File: config.mk
export PLATFORM = sky130hd
export DESIGN_NAME = paged_xlat
export DESIGN_NICKNAME = d
export VERILOG_FILES = /design/src/rtl/xlat_pkg.sv /design/src/rtl/xlat_pick_lowest.sv /design/src/rtl/xlat_lru.sv /design/src/rtl/xlat_ptable.sv /design/src/rtl/paged_xlat.sv
export SDC_FILE = /design/constraint.sdc
export NUM_CORES = 1
export LEC_CHECK = 0
export BUFFER_PORTS_ARGS = -buffer_cell sky130_fd_sc_hd__buf_2
export CORE_ASPECT_RATIO = 1.5
export CORE_MARGIN = 2
export CORE_UTILIZATION = 30
export CTS_CLUSTER_DIAMETER = 200
export CTS_CLUSTER_SIZE = 25
export DETAILED_ROUTE_END_ITERATION = 10
export PLACE_DENSITY = 0.52
export SLEW_MARGIN = 20
export SYNTH_ARGS = -nofsm -noshare
export SYNTH_HDL_FRONTEND = slang
export SYNTH_SLANG_ARGS = --single-unit
export TNS_END_PERCENT = 1
File: constraint.sdc
create_clock -name clk -period 27.8 [get_ports clk]
set_clock_uncertainty 0.05 [all_clocks]
set_input_delay 1.39 -clock clk [delete_from_list [all_inputs] [get_ports clk]]
set_output_delay 1.39 -clock clk [all_outputs]
set_load 0.01 [all_outputs]
File: src/rtl/xlat_pkg.sv
// Shared types of the paged translator.
// Assumes: nothing beyond IEEE 1800-2017.
package xlat_pkg;
    typedef enum logic [1:0] {
        FK_FREE  = 2'd0,
        FK_OS    = 2'd1,
        FK_TABLE = 2'd2,
        FK_DATA  = 2'd3
    } frame_kind_t;

    typedef enum logic [1:0] {
        ST_IDLE = 2'd0,
        ST_EXEC = 2'd1,
        ST_FILL = 2'd2
    } xlat_state_t;
endpackage

File: src/rtl/xlat_pick_lowest.sv
// Priority encoder: returns the lowest set bit of a mask.
// Assumes: W is wide enough to index N entries.
module xlat_pick_lowest #(
    parameter int N = 8,
    parameter int W = $clog2(N)
) (
    input  logic [N-1:0] mask,
    output logic         found,
    output logic [W-1:0] idx
);
    // Scan from the top so the lowest set bit wins.
    always_comb begin
        found = |mask;
        idx   = '0;
        for (int i = N - 1; i >= 0; i--) begin
            if (mask[i]) idx = W'(i);
        end
    end
endmodule

File: src/rtl/xlat_lru.sv
// Per-frame age counters that keep a total recency order.
// A touch zeroes the frame's age and ages every younger frame by one.
// The victim is the oldest frame among the candidates.
// Assumes: N equals 2**W, so ages 0..N-1 form a permutation.
module xlat_lru #(
    parameter int N = 8,
    parameter int W = $clog2(N)
) (
    input  logic         clk,
    input  logic         rst_n,
    input  logic         touch,
    input  logic [W-1:0] touch_idx,
    input  logic [N-1:0] cand,
    output logic         vic_found,
    output logic [W-1:0] vic_idx
);
    logic [W-1:0] age [N];
    logic [W-1:0] best;

    // Update the ages on a touch; reset gives each frame a distinct age.
    always_ff @(posedge clk) begin
        if (!rst_n) begin
            for (int i = 0; i < N; i++) age[i] <= W'(i);
        end else if (touch) begin
            for (int i = 0; i < N; i++) begin
                if (W'(i) == touch_idx)          age[i] <= '0;
                else if (age[i] < age[touch_idx]) age[i] <= age[i] + 1'b1;
            end
        end
    end

    // Pick the candidate with the largest age.
    always_comb begin
        vic_found = 1'b0;
        vic_idx   = '0;
        best      = '0;
        for (int i = 0; i < N; i++) begin
            if (cand[i] && (!vic_found || age[i] > best)) begin
                vic_found = 1'b1;
                vic_idx   = W'(i);
                best      = age[i];
            end
        end
    end

    assert_touch_mru_R8: assert property (@(posedge clk) disable iff (!rst_n)
        touch |=> age[$past(touch_idx)] == '0);
endmodule

File: src/rtl/xlat_ptable.sv
// Page-table storage for all processes: a valid bit and a frame number per entry.
// The read port is combinational. The write and invalidate ports act at the clock edge.
// Assumes: write and invalidate never target the same entry in one cycle.
module xlat_ptable #(
    parameter int NPROC = 4,
    parameter int NPAGE = 8,
    parameter int FW    = 3,
    parameter int PW    = 2,
    parameter int VW    = 3
) (
    input  logic          clk,
    input  logic          rst_n,
    input  logic [PW-1:0] rd_pid,
    input  logic [VW-1:0] rd_vpn,
    output logic          rd_hit,
    output logic [FW-1:0] rd_ppn,
    input  logic          wr_en,
    input  logic [PW-1:0] wr_pid,
    input  logic [VW-1:0] wr_vpn,
    input  logic [FW-1:0] wr_ppn,
    input  logic          inv_en,
    input  logic [PW-1:0] inv_pid,
    input  logic [VW-1:0] inv_vpn
);
    logic [NPAGE-1:0] vld [NPROC];
    logic [FW-1:0]    ppn [NPROC][NPAGE];

    // Valid bits: cleared by reset, set by writes, cleared by evictions.
    always_ff @(posedge clk) begin
        if (!rst_n) begin
            for (int p = 0; p < NPROC; p++) vld[p] <= '0;
        end else begin
            if (inv_en) vld[inv_pid][inv_vpn] <= 1'b0;
            if (wr_en)  vld[wr_pid][wr_vpn]   <= 1'b1;
        end
    end

    // Frame numbers: written with the valid bit, no reset needed.
    always_ff @(posedge clk) begin
        if (wr_en) ppn[wr_pid][wr_vpn] <= wr_ppn;
    end

    // Combinational lookup.
    assign rd_hit = vld[rd_pid][rd_vpn];
    assign rd_ppn = ppn[rd_pid][rd_vpn];

    assert_inv_live_R6: assert property (@(posedge clk) disable iff (!rst_n)
        inv_en |-> vld[inv_pid][inv_vpn]);
    assert_wr_fresh_R4: assert property (@(posedge clk) disable iff (!rst_n)
        wr_en |-> !vld[wr_pid][wr_vpn]);
endmodule

File: src/rtl/paged_xlat.sv
// Multi-process paged address translator with frame allocation.
// Handles one request at a time: accept, execute, then an optional wait for
// the frame fill. Page tables and data pages share the frame pool. Frame 0 is
// reserved. Free frames are taken lowest first, otherwise the least recently
// used data frame of any process is evicted.
// Assumes: NPROC <= NFRAME - 2, so a data frame always exists when none is free.
module paged_xlat #(
    parameter int PID_W = 2,
    parameter int VPN_W = 3,
    parameter int OFF_W = 7
) (
    input  logic                   clk,
    input  logic                   rst_n,
    input  logic                   req_valid,
    output logic                   req_ready,
    input  logic                   req_new,
    input  logic [PID_W-1:0]       req_pid,
    input  logic [VPN_W+OFF_W-1:0] req_va,
    output logic                   rsp_valid,
    output logic [VPN_W+OFF_W-1:0] rsp_pa,
    output logic                   rsp_fault,
    output logic                   rsp_err,
    output logic                   rsp_evict,
    output logic [PID_W-1:0]       rsp_evict_pid,
    output logic [VPN_W-1:0]       rsp_evict_vpn,
    output logic                   fill_valid,
    output logic [VPN_W-1:0]       fill_frame,
    input  logic                   fill_done
);
    import xlat_pkg::*;

    localparam int VA_W   = VPN_W + OFF_W;
    localparam int NPROC  = 1 << PID_W;
    localparam int NFRAME = 1 << VPN_W;
    localparam int FW     = VPN_W;

    xlat_state_t          st;
    logic                 new_q;
    logic [PID_W-1:0]     pid_q;
    logic [VA_W-1:0]      va_q;
    frame_kind_t          fk    [NFRAME];
    logic [PID_W-1:0]     f_pid [NFRAME];
    logic [VPN_W-1:0]     f_vpn [NFRAME];
    logic [NPROC-1:0]     tbl_ok;
    logic [FW-1:0]        tbl_frm [NPROC];

    logic [NFRAME-1:0]    free_mask, data_mask;
    logic                 free_found, vic_found;
    logic [FW-1:0]        free_idx, vic_idx, alloc_frm;
    logic [VPN_W-1:0]     vpn_q;
    logic [OFF_W-1:0]     off_q, off_sel;
    logic                 pt_hit;
    logic [FW-1:0]        pt_ppn;
    logic                 has_tbl, need_alloc, miss, do_evict, in_exec;
    logic                 touch;
    logic [FW-1:0]        touch_frm, pa_frame;

    // Per-frame classification masks.
    for (genvar f = 0; f < NFRAME; f++) begin : g_mask
        assign free_mask[f] = (fk[f] == FK_FREE);
        assign data_mask[f] = (fk[f] == FK_DATA);
    end

    xlat_pick_lowest #(.N(NFRAME), .W(FW)) u_pick (
        .mask  (free_mask),
        .found (free_found),
        .idx   (free_idx)
    );

    xlat_lru #(.N(NFRAME), .W(FW)) u_lru (
        .clk       (clk),
        .rst_n     (rst_n),
        .touch     (touch),
        .touch_idx (touch_frm),
        .cand      (data_mask),
        .vic_found (vic_found),
        .vic_idx   (vic_idx)
    );

    xlat_ptable #(.NPROC(NPROC), .NPAGE(NFRAME), .FW(FW), .PW(PID_W), .VW(VPN_W)) u_pt (
        .clk     (clk),
        .rst_n   (rst_n),
        .rd_pid  (pid_q),
        .rd_vpn  (vpn_q),
        .rd_hit  (pt_hit),
        .rd_ppn  (pt_ppn),
        .wr_en   (in_exec && miss),
        .wr_pid  (pid_q),
        .wr_vpn  (vpn_q),
        .wr_ppn  (alloc_frm),
        .inv_en  (in_exec && do_evict),
        .inv_pid (f_pid[alloc_frm]),
        .inv_vpn (f_vpn[alloc_frm])
    );

    // Decode the latched request into allocation and response decisions.
    always_comb begin
        vpn_q      = va_q[VA_W-1:OFF_W];
        off_q      = va_q[OFF_W-1:0];
        in_exec    = (st == ST_EXEC);
        has_tbl    = tbl_ok[pid_q];
        miss       = !new_q && has_tbl && !pt_hit;
        need_alloc = (new_q && !has_tbl) || miss;
        alloc_frm  = free_found ? free_idx : vic_idx;
        do_evict   = need_alloc && !free_found;
        touch      = in_exec && !new_q && has_tbl;
        touch_frm  = pt_hit ? pt_ppn : alloc_frm;
        if (new_q) pa_frame = has_tbl ? tbl_frm[pid_q] : alloc_frm;
        else       pa_frame = touch_frm;
        off_sel    = new_q ? '0 : off_q;
    end

    assign req_ready = (st == ST_IDLE);

    // Request sequencing, frame bookkeeping and registered response.
    always_ff @(posedge clk) begin
        if (!rst_n) begin
            st            <= ST_IDLE;
            new_q         <= 1'b0;
            pid_q         <= '0;
            va_q          <= '0;
            tbl_ok        <= '0;
            rsp_valid     <= 1'b0;
            rsp_pa        <= '0;
            rsp_fault     <= 1'b0;
            rsp_err       <= 1'b0;
            rsp_evict     <= 1'b0;
            rsp_evict_pid <= '0;
            rsp_evict_vpn <= '0;
            fill_valid    <= 1'b0;
            fill_frame    <= '0;
            for (int f = 0; f < NFRAME; f++) begin
                fk[f]    <= (f == 0) ? FK_OS : FK_FREE;
                f_pid[f] <= '0;
                f_vpn[f] <= '0;
            end
            for (int p = 0; p < NPROC; p++) tbl_frm[p] <= '0;
        end else begin
            rsp_valid <= 1'b0;
            case (st)
                ST_IDLE: begin
                    if (req_valid) begin
                        new_q <= req_new;
                        pid_q <= req_pid;
                        va_q  <= req_va;
                        st    <= ST_EXEC;
                    end
                end
                ST_EXEC: begin
                    rsp_err       <= !new_q && !has_tbl;
                    rsp_fault     <= miss;
                    rsp_evict     <= do_evict;
                    rsp_evict_pid <= do_evict ? f_pid[alloc_frm] : '0;
                    rsp_evict_vpn <= do_evict ? f_vpn[alloc_frm] : '0;
                    rsp_pa        <= (!new_q && !has_tbl) ? '0 : {pa_frame, off_sel};
                    if (need_alloc) begin
                        fk[alloc_frm]    <= new_q ? FK_TABLE : FK_DATA;
                        f_pid[alloc_frm] <= pid_q;
                        f_vpn[alloc_frm] <= vpn_q;
                    end
                    if (new_q && !has_tbl) begin
                        tbl_ok[pid_q]  <= 1'b1;
                        tbl_frm[pid_q] <= alloc_frm;
                    end
                    if (miss) begin
                        fill_valid <= 1'b1;
                        fill_frame <= alloc_frm;
                        st         <= ST_FILL;
                    end else begin
                        rsp_valid <= 1'b1;
                        st        <= ST_IDLE;
                    end
                end
                ST_FILL: begin
                    if (fill_done) begin
                        fill_valid <= 1'b0;
                        rsp_valid  <= 1'b1;
                        st         <= ST_IDLE;
                    end
                end
                default: st <= ST_IDLE;
            endcase
        end
    end

    assert_busy_not_ready_R9: assert property (@(posedge clk) disable iff (!rst_n)
        fill_valid |-> !req_ready);
    assert_rsp_pulse_R2: assert property (@(posedge clk) disable iff (!rst_n)
        rsp_valid |=> !rsp_valid);
    assert_no_frame0_R5: assert property (@(posedge clk) disable iff (!rst_n)
        (rsp_valid && !rsp_err) |-> rsp_pa[VA_W-1:OFF_W] != '0);
    assert_fill_hold_R4: assert property (@(posedge clk) disable iff (!rst_n)
        (fill_valid && !fill_done) |=> (fill_valid && $stable(fill_frame)));
    assert_evict_only_full_R6: assert property (@(posedge clk) disable iff (!rst_n)
        (rsp_valid && rsp_evict) |-> free_mask == '0);
    assert_victim_data_R6: assert property (@(posedge clk) disable iff (!rst_n)
        (in_exec && do_evict) |-> (vic_found && fk[vic_idx] == FK_DATA));
    assert_err_no_alloc_R7: assert property (@(posedge clk) disable iff (!rst_n)
        (rsp_valid && rsp_err) |-> (!rsp_fault && !rsp_evict));
endmodule

==> results.sh <==
export IMPL_die_area_mm2=0.0462
export IMPL_p_leak_nw=5.07
export IMPL_setup_viol_count_final=0
export IMPL_max_freq_mhz=72.2
export IMPL_synth_edf_count=180
export IMPL_track_usage_pct=16.1
export IMPL_grt_antenna_before_repair=0
export IMPL_n_antenna_cell=0
export IMPL_cpMostUsedCell="ha_1"
export IMPL_rr_worst_depth=51
export IMPL_nets=1221
export IMPL_htreeDepth=1
export IMPL_ctsHoldBuffers=0
export IMPL_clock_latency_ps=510
export IMPL_rrSetupSlack_ps=13950
export IMPL_total_power_mw=0.731
export IMPL_synth_distinct_cells=89
export IMPL_chipHeight_um=262
export IMPL_p_int_mw=0.550
export IMPL_routed_wirelength_um=37100
export IMPL_synth_area_per_cell_um2=11.7
export IMPL_ys_ff_latch=264
export IMPL_drtIter0Drc=771
export IMPL_worstPathArrival_ps=13950
export IMPL_final_cell_mix="edfxtp_1, nor2_1, nand2_1"
export IMPL_dieWidth_um=176
export IMPL_swShare_pct=24.7
export IMPL_postRouteAntennaNets=0
export IMPL_r2r_start="fk[0][0]"
export IMPL_cp_data_required_time_ps=27910
export IMPL_final_common_cell="edfxtp_1"
export IMPL_grt_max_degree=78
export IMPL_dr_wl_met3_um=1250
export IMPL_overflow=0
export IMPL_drv_cap=0
export IMPL_start_util_pct=30.4
export IMPL_cp_end_kind="register"
export IMPL_met1_length_um=14400
export IMPL_worstPathMaxFanout=11
export IMPL_first_global_vias=9205
export IMPL_place_congestion=0.840
export IMPL_clk_pin_slew_ps=110
export IMPL_crit_path_end="u_lru.age[5][1]"
export IMPL_path_class="reg2reg"
export IMPL_top_layer="met4"
export IMPL_worst_hold_path_type="reg2reg"
export IMPL_yosysWarningCount=0
export IMPL_cts_setup_buffers=0
export IMPL_drc_errors=0
export IMPL_viasPerCell=5.37
export IMPL_finalSetupTns_ps=0
export IMPL_io_buffer_count=40
export IMPL_period_share_pct=49.8
export IMPL_p_per_area_mw_per_mm2=50.5
export IMPL_numCtsBuffers=14
export IMPL_num_io_pins=41
export IMPL_rsz0062_at_grt="no"
export IMPL_clkPwrFrac_pct=31.8
export IMPL_syn_inst=1143
export IMPL_cts_resized=0
export IMPL_start_kind="register"
export IMPL_rr_endpoint="u_lru.age[5][1]"
export IMPL_crit_path_start="fk[0][0]"
export IMPL_pwr_share_seq_pct=58.9
export IMPL_clock_tree_root_cell="clkbuf_16"
export IMPL_drive_gt1_share_pct=13.3
export IMPL_maxSlewViolCount=0
export IMPL_synthesis_area_mm2=0.0133
export IMPL_met2_length_um=19400
export IMPL_cts_tree="done"
export IMPL_power_frac_comb_pct=9.3
export IMPL_vias=9337
export IMPL_fillers=4359
export IMPL_worst_slew_pin_slew_ps=1110
export IMPL_ys_seq_area_share_pct=53.2
export IMPL_hpwl_um=26200
export IMPL_grt_pass1_wl_um=56400
export IMPL_status="finished clean"
export IMPL_rows=94
export IMPL_cts_path_max_buffers=3
export IMPL_worst_path_max_delay_cell="a22oi_1"
export IMPL_max_vdd_ir_drop_uv=28.1
export IMPL_synth_main_ff_cell="edfxtp_1"
export IMPL_cpPeakStageDelay_ps=780
export IMPL_wire_per_inst_um=21.3
export IMPL_coreArea_mm2=0.0439
export IMPL_hold_violations=0
export IMPL_firstDrtPassIters=5
export IMPL_clock_sinks=264
export IMPL_fin_crit_ps=13850
export IMPL_area_growth_syn_to_layout_pct=8.60
export IMPL_power_switching_mw=0.181
export IMPL_slew_headroom_pct=26.1
export IMPL_async_reset_ff_share_pct=0
export IMPL_syn_nets=1208
## worst max-delay path, delay by kind of cell (launching register included)
kind	cells	cell delay, ps
AO/OA/AOI/OAI	23	6430
multiplexers	6	2550
adder cells (fa/ha/maj)	8	2340
AND/OR/NAND/NOR	9	1210
flip-flops	1	550
buffers and inverters	5	340
## per-layer routing
metal,track usage (%),up-vias
met1,18.2,4680
met3,1.79,100
li1,-,4327
met2,29.3,230
met4,9.00,0
met5,0,-
## worst min-delay path by stage
stage / depth (start not counted) / slack [ps] / to / startpoint
after floorplan: 2 / 370 / tbl_ok[2] / tbl_ok[2]
after global placement: 2 / 390 / tbl_ok[3] / tbl_ok[3]
after detailed placement: 2 / 390 / tbl_ok[2] / tbl_ok[2]
after CTS: 2 / 410 / tbl_ok[3] / tbl_ok[3]
after global routing: 2 / 440 / va_q[1] / va_q[1]
final: 2 / 410 / tbl_ok[3] / tbl_ok[3]
## flip-flops by register name, indices dropped and copies added, names as in the netlist, named ones only
register,count
f_pid,16
f_vpn,24
fill_frame,3
fill_valid,1
fk,16
new_q,1
pid_q,2
rsp_err,1
rsp_evict,1
rsp_evict_pid,2
rsp_evict_vpn,3
rsp_fault,1
rsp_pa,10
rsp_valid,1
st,2
tbl_frm,12
tbl_ok,4
u_lru.age,24
u_pt.ppn,96
u_pt.vld,32
va_q,10
## cells in the mapped netlist (all sizes together) (13+ instances only)
cell,count,share of area (%)
nor2,119,3.4
mux4,37,6.4
nand2,109,3.1
edfxtp,180,41
mux2i,52,4.0
a21oi,35,1.6
and2,46,2.2
a31oi,28,1.3
clkbuf,27,0.76
buf,32,1.6
dfxtp,84,13
mux2,13,1.1
inv,34,0.98
o21ai,69,2.6
a21o,17,0.97
nor3,19,0.71
ha,48,4.5
nand3,19,0.71
## power groups by stage
stage | sequential, mW | clock [mW] | combinational (mW)
final | 0.431 | 0.232 | 0.0679
after global routing | 0.432 | 0.253 | 0.0742
after CTS | 0.431 | 0.240 | 0.0681
after detailed placement | 0.440 | 0 | 0.0679
after global placement | 0.440 | 0 | 0.0670
after floorplan | 0.436 | 0 | 0.0482
## cell type report
class / instances / area, um^2 / area share (%)
clock buffer: 23 / 405 / 2.80
clock inverter: 1 / 16.3 / 0.112
inverter: 35 / 134 / 0.925
multi-input combinational: 785 / 5790 / 40.0
sequential: 264 / 7090 / 49.0
tap: 576 / 721 / 4.98
timing repair buffer: 56 / 320 / 2.21
## kinds of logic (layout without fill, tap and decap cells)
kind of cell               after synthesis  in the layout  share of synthesized area, %
AOI/OAI and AO/OA                      250            250                          13.1
xor gates and xnor gates                 8              8                         0.526
adders and majority gates               48             48                          4.51
buffers and inverters                   94            115                          3.40
DFF                                    264            264                          53.2
muxes                                  102            102                          11.5
and+or+nand+nor                        377            377                          13.8
## metrics by stage
step                      instances  hold WS (ps)  utilization (%)  setup slack, ps  cell area (um^2)
after floorplan                1143           372                -            16300             13300
after global placement         1716           389             32.0            14790             14100
after detailed placement       1716           390             32.0            14100             14100
after CTS                      1740           408             33.0            14010             14500
after global routing           1740           437             33.0            12870             14500
final                          1740           406             33.0            13950             14500
Power figures use the tool's default switching activity.
